===== src/rtl/strobe_port.sv =====
module strobe_port #(
  parameter int W      = 8,
  parameter int ADDR_W = 3
) (
  input  logic              clk,
  input  logic              rst_n,
  input  logic              bus_rd,
  input  logic              bus_wr,
  input  logic [ADDR_W-1:0] bus_addr,
  input  logic [W-1:0]      bus_wdata,
  output logic [W-1:0]      bus_rdata,
  input  logic [W-1:0]      pad_in,
  input  logic              strobe_in,
  output logic [W-1:0]      pin_out,
  output logic [W-1:0]      pin_oe,
  output logic              strb_out,
  output logic              irq
);
  localparam logic [ADDR_W-1:0] OFF_CTL = ADDR_W'(2);
  localparam logic [ADDR_W-1:0] OFF_DAT = ADDR_W'(3);
  localparam logic [ADDR_W-1:0] OFF_LAT = ADDR_W'(5);
  localparam logic [ADDR_W-1:0] OFF_DIR = ADDR_W'(7);
  localparam logic [6:0]        CTL_RST = 7'b000_0011;

  logic [6:0]   ctl_q;
  logic         flag;
  logic         armed;
  logic [W-1:0] dir_q, out_q, latch_q;
  logic [2:0]   sync_q;

  wire [W-1:0] live    = (dir_q & out_q) | (~dir_q & pad_in);
  wire         rise    = sync_q[1] & ~sync_q[2];
  wire         fall    = ~sync_q[1] & sync_q[2];
  wire         edge_hit = ~ctl_q[4] & (ctl_q[1] ? rise : fall);
  wire         rd_ctl  = bus_rd && bus_addr == OFF_CTL;
  wire         clr_rd  = bus_rd && bus_addr == OFF_LAT && armed && flag;

  always_ff @(posedge clk or negedge rst_n) begin
    if (!rst_n) sync_q <= '0;
    else        sync_q <= {sync_q[1:0], strobe_in};
  end

  always_ff @(posedge clk or negedge rst_n) begin
    if (!rst_n) begin
      ctl_q <= CTL_RST;
      dir_q <= '0;
      out_q <= '0;
    end else if (bus_wr) begin
      case (bus_addr)
        OFF_CTL: ctl_q <= bus_wdata[6:0];
        OFF_DAT: out_q <= bus_wdata;
        OFF_DIR: dir_q <= bus_wdata;
        default: ;
      endcase
    end
  end

  always_ff @(posedge clk or negedge rst_n) begin
    if (!rst_n) begin
      flag    <= 1'b0;
      armed   <= 1'b0;
      latch_q <= '0;
    end else if (edge_hit) begin
      flag    <= 1'b1;
      armed   <= 1'b0;
      latch_q <= live;
    end else if (clr_rd) begin
      flag  <= 1'b0;
      armed <= 1'b0;
    end else if (rd_ctl && flag) begin
      armed <= 1'b1;
    end
  end

  always_comb begin
    bus_rdata = '0;
    if (bus_rd) begin
      case (bus_addr)
        OFF_CTL: bus_rdata = {flag, ctl_q};
        OFF_DAT: bus_rdata = live;
        OFF_LAT: bus_rdata = latch_q;
        OFF_DIR: bus_rdata = dir_q;
        default: bus_rdata = '0;
      endcase
    end
  end

  assign pin_out  = out_q;
  assign pin_oe   = dir_q;
  assign strb_out = ~ctl_q[0];
  assign irq      = flag & ctl_q[6];

  a_r5_flag_needs_edge: assert property (@(posedge clk) disable iff (!rst_n)
    $rose(flag) |-> $past(edge_hit));
  a_r5_latch_only_on_edge: assert property (@(posedge clk) disable iff (!rst_n)
    !$past(edge_hit) |-> $stable(latch_q));
  a_r6_no_capture_in_hs: assert property (@(posedge clk) disable iff (!rst_n)
    $rose(flag) |-> !$past(ctl_q[4]));
  a_r7_irq_needs_enable: assert property (@(posedge clk) disable iff (!rst_n)
    irq |-> ctl_q[6]);
  a_r8_clear_only_armed: assert property (@(posedge clk) disable iff (!rst_n)
    $fell(flag) |-> $past(bus_rd && bus_addr == OFF_LAT && armed));
  a_r9_coincident_keeps: assert property (@(posedge clk) disable iff (!rst_n)
    (edge_hit && clr_rd) |=> flag);
endmodule


===== config.mk =====
export PLATFORM = sky130hd
export DESIGN_NAME = strobe_port
export DESIGN_NICKNAME = d
export VERILOG_FILES = /design/src/rtl/strobe_port.sv
export SDC_FILE = /design/constraint.sdc
export NUM_CORES = 1
export LEC_CHECK = 0
export BUFFER_PORTS_ARGS = -buffer_cell sky130_fd_sc_hd__buf_2
export CORE_MARGIN = 5
export CORE_UTILIZATION = 51
export CTS_CLUSTER_DIAMETER = 50
export DETAILED_ROUTE_END_ITERATION = 7
export GPL_ROUTABILITY_DRIVEN = 0
export PLACE_DENSITY = 0.78
export SYNTH_ARGS = -nofsm -noshare
export SYNTH_HDL_FRONTEND = slang
export SYNTH_SLANG_ARGS = --single-unit

===== constraint.sdc =====
create_clock -name clk -period 2.1 [get_ports clk]
set_input_delay 0.105 -clock clk [delete_from_list [all_inputs] [get_ports clk]]
set_output_delay 0.105 -clock clk [all_outputs]
set_load 0.02 [all_outputs]

* Yosys cells after proc, flatten, opt, wreduce, memory -nomap -nowiden
Index checks and enable logic that the tools add are counted.
** Word-level totals
- Logic and storage cells :: 41
- Bits in registers :: 36
- Input bits :: 24
- Output and inout port bits :: 26
** Cells by class
- Reduce and logical (&&, ||, !) cells :: 10
- Eq/ne operators :: 4
- Mux-type cells :: 8
- Bitwise logic cells :: 12
** Operators with widths (count)
- case mux 8 bit (4 select lines) :: 1
- AND 8 bit :: 2
- 2-to-1 mux 8 bit :: 1
- inverter 8 bit :: 1
- OR 8 bit :: 1
- equality test 3 x 2 -> 1 bit, second input constant :: 2
- equality test 3 bit, second input constant :: 2
- 2-to-1 mux 1 bit :: 6
- AND reduction 2 bit :: 3
- logical AND 1 bit :: 5
- AND 1 bit :: 4
- inverter 1 bit :: 4
- nonzero test 3 bit :: 1
- nonzero test 2 bit :: 1

* Depth between registers and ports, before layout
- Word-level depth :: 6
- Depth in mapped cells :: 5
- Depth with buffers taken out :: 3

* Worst setup path after synthesis
No wires, ideal clock.
- Path kind :: flip-flop to flip-flop
- Start :: register ctl_q[1]
- End :: register latch_q[0]
- Clock period less this slack :: 1496 ps
- Setup time :: 125 ps
- Path slack :: 604 ps
- Stages on the path, launching flop included :: 4
- Path buffers :: 0
- Data arrival time :: 1371 ps
- Required time :: 1975 ps
- Cells stage by stage :: dfstp_2 -> or3b_4 -> a21oi_4 -> mux2_2
** Between the ends
- Cells in the longest elaborated chain, start to end :: 2
** Ends and longest elaborated chain
- start, declared :: RTL line 25 : logic [6:0] ctl_q;
- start signal, assigned :: RTL line 50 : OFF_CTL: ctl_q <= bus_wdata[6:0];
- 2-to-1 mux 1 bit :: RTL line 34 : wire edge_hit = ~ctl_q[4] & (ctl_q[1] ? rise : fall);
- AND 1 bit :: RTL line 34
- end signal, assigned :: RTL line 66 : latch_q <= live;
- end, declared :: RTL line 28 : logic [W-1:0] dir_q, out_q, latch_q;
No other way between the ends.
A chain may end at the register's enable or synchronous reset.

* Final worst setup path
- Start :: register dir_q[5] (netlist: pin_oe[5])
- End :: output bus_rdata[5]
** Between the ends
- Cells in the longest elaborated chain, start to end :: 5
- Elaborated cells on any way between the ends :: 6
- Classes of those cells :: 2 x mux; 4 x bitwise
** Ends and longest elaborated chain
- start, declared :: RTL line 28
- start signal, assigned :: RTL line 52 : OFF_DIR: dir_q <= bus_wdata;
- inverter 8 bit :: RTL line 31 : wire [W-1:0] live = (dir_q & out_q) | (~dir_q & pad_in);
- AND 8 bit :: RTL line 31
- OR 8 bit :: RTL line 31
- case mux 8 bit (4 select lines) (*) :: RTL line 78 : case (bus_addr)
- 2-to-1 mux 8 bit (*) :: RTL line 77 : if (bus_rd) begin
- end, declared :: RTL line 11 : output logic [W-1:0] bus_rdata,
Every way passes the cells marked *; elsewhere a longest branch is shown, timed or not.

==> impl_results.md <==
* Stages on worst setup path at 4
* Buffers inserted during post-CTS setup optimization at 0
* Number of DRC markers in iteration 0 at 67
* Post-Synthesis Cells at approximately 140
* Number of nets in the synthesized netlist at about 160
* Count of vias placed by the detailed router at 1300
* FP Rows at 21
* IO Count at 50
* Clock tree buffer depth at 2
* Run status: finished, final reports clean
* Post-synthesis cell area at 1800 um2
* Residual antenna-violating net count after detailed routing at 0
* Chain of cells forming the critical path: mux2_2 > a222oi_1 > nor2_1 > buf_2
* Number of max-slew violations in the final report at 0
* Sequential cell area at between 900 and 1000 um2
* Most common cell after layout, fill and taps aside: buf_2
* Top achievable clock speed at 588 MHz
* Top Family by Delay on Critical Path: flip-flops
* Post-place instance area at ~2100 um2
* Max-capacitance violation count at 0
* Tightest slew margin relative to the limit at 0.470
* Area leader, netlist: dfrtp_1
* Area growth from synthesis to final layout at 20.1%
* Slowest CP cell: dfrtp_1
* Cell at the root of the clock tree: clkbuf_4
* Top library cells by usage in the layout, fill and taps aside: buf_2, mux2_2, dfrtp_1
* Initial antenna violation count at 0
* HPWL after detailed placement at ~2.8 mm
* Clk pin slew, worst setup/hold paths at between 100 and 150 ps
* Total count of hold-check failures in the final report at 0
* Data arrival time at the worst-slack endpoint at between 1500 and 2000 ps
* Startpoint of the lowest-slack register-to-register path: ctl_q[1]
* Synth top area share at 0.474
* Cts repair resizes at 0
* Final critical path time including I/O delays and setup at roughly 1700 ps
* Die span in y at 69.3 um
* Initial Utilization at 0.534
* Total detailed-routing wirelength at between 3 and 4 mm
* Clock skew after layout at approximately 14 ps
* Layout cell share with drive strength beyond 1 at 0.574
* Number of buffer and inverter instances along the worst setup path at 1
* TritonCTS sink count at 36
* Category of the critical setup timing path: reg2out
* Global route overflow at 0
* Timing endpoint of the critical path: bus_rdata[5]
* Reg-to-reg setup timing slack at between 400 and 500 ps
* Die Width at between 60 and 70 um
* Via count of the first global-routing pass at between 1000 and 1500
* Part of the Yosys area used for sequential elements at 0.503
* Mean Syn Cell Area at around 13 um2
* Path category of the worst min-delay check: in2reg
* Leading post-synthesis cells by cell area: dfrtp_1, mux2_2, mux2_4
* Synth warn at 0
* Post-route cell area at about 2200 um2
* Max Fanout on Critical Path at 4
* Wire length of the first global-routing pass at 6.66 mm
* GRT met3 Usage at 0.0638
* Slew @ Worst Pin at 795 ps
* Skew-Pair Late Insertion Delay at 340 ps
* GRT Util Overall at 0.174
* Unrepaired setup endpoints after global routing: false
* Sum of negative setup slack at 0 ps
* Type of destination of the critical path: output port
* Clock tree from TritonCTS: done
* Proportion of synthesized flip-flops having asynchronous set or reset at 1.00
* Seq cells post-synth at 36
* Final worst path period share at 0.811
* CP Launch Point: pin_oe[5]
* Max VDD drop at ~0.48 mV
* Crit Reg-Reg Endpoint: latch_q[3]
* GR met2 Demand/Resource at 0.265
* EDFF count, synth at 0
* Number of buffers created by CTS at 5
* Drc violations at 0
* Global route hottest layer: met2
* Area inside the core boundary at 3360 um2
* Fraction of met1 tracks used by global routing at 0.230
* Number of iterations in the first detailed-routing pass at 4
* Number of H-tree levels at 2
* Final layout net count at roughly 210
* # diodes at 0
* Via density per instance at approximately 5.5
* PortBufs at 49
* Reg2Reg Depth at 3
* Worst setup SP type: flip-flop
* Filler cells at between 300 and 400
* Number of distinct standard cells referenced by the synthesized netlist at 32
* Static Leak at a little over 0.001 uW
* Routed len/inst at approximately 17 um
* Maximum number of pins on one net before global-route repair at 37
* Synth Flop Type: dfrtp_1
* CP max stage delay at around 400 ps
* Data required time at the worst endpoint at 2000 ps
* Total power density per cell area at between 900 and 1000 nW/um2
* Final number of setup-violating endpoints at 0
* Die area at approximately 4800 um2
* Area used by multi-input combinational logic at approximately 840 um2
==> cells in the mapped netlist (2+ instances only) <==
cell type / count
mux2_4: 8
nand4b_1: 2
nand2_1: 8
mux2_2: 37
mux2i_1: 2
inv_1: 3
nor2_1: 2
dfstp_2: 2
buf_2: 3
a22oi_1: 6
a21oi_1: 7
dfrtp_1: 34
and2_1: 2
==> where the power goes <==
group	internal [uW]	total (uW)	switching [uW]
Sequential	880	1010	127
Clock	165	389	224
Combinational	344	650	306
Total	1390	2050	657
==> per-stage QoR <==
stage	hold slack [ps]	setup slack, ps	util	std cells	power, uW
floorplan	-191	604	-	135	1460
global placement	213	404	0.615	225	1630
detailed placement	215	366	0.615	225	1670
CTS	7.41	384	0.641	236	2060
global route	3.45	284	0.641	236	2160
finish	12.5	398	0.641	236	2050
==> cells by family (layout without fill, tap and decap cells) <==
| family | Yosys count | after routing | synth area share |
|---|---|---|---|
| flip-flops | 36 | 36 | 0.503 |
| multiplexers | 47 | 47 | 0.310 |
| AND/OR/NAND/NOR | 23 | 23 | 0.0788 |
| buffers and inverters | 9 | 64 | 0.0272 |
| AO/OA/AOI/OAI | 20 | 20 | 0.0808 |
==> routing by layer <==
layer | wire length (um) | up-vias | part of all wire
met3 | 279 | 6 | 0.070
met4 | 49 | 0 | 0.012
li1 | - | 603 | -
met1 | 1830 | 644 | 0.46
met2 | 1810 | 47 | 0.46
met5 | 0 | - | 0
==> worst min path at each step <==
stage                      start          to  slack, ps  cells after the start
finish              bus_wdata[3]  pin_out[3]         10                      2
floorplan                  rst_n       armed       -190                      0
CTS                 bus_wdata[3]  pin_out[3]          7                      2
detailed placement     strobe_in   sync_q[0]        210                      1
global route        bus_wdata[2]  pin_out[2]          3                      2
global placement       strobe_in   sync_q[0]        210                      1
==> cell type report <==
type / count / area share
multi-input combinational: 90 / 0.391
inverter: 3 / 0.00522
clock buffer: 8 / 0.0273
tap: 46 / 0.0267
timing repair buffer: 53 / 0.131
sequential: 36 / 0.419
==> state kept, by name (all words and copies together), names as in the netlist <==
signal,cells
latch_q,8
pin_out,8
sync_q,3
armed,1
flag,1
ctl_q,7
pin_oe,8
==> repair_timing <==
| item | in CTS | in global routing |
|---|---|---|
| endpoints found under the setup margin | 0 | 0 |
| hold endpoints to repair | 36 | 0 |
| hold buffers | 3 | 0 |
No activity file was read; power rests on OpenSTA's default activity.
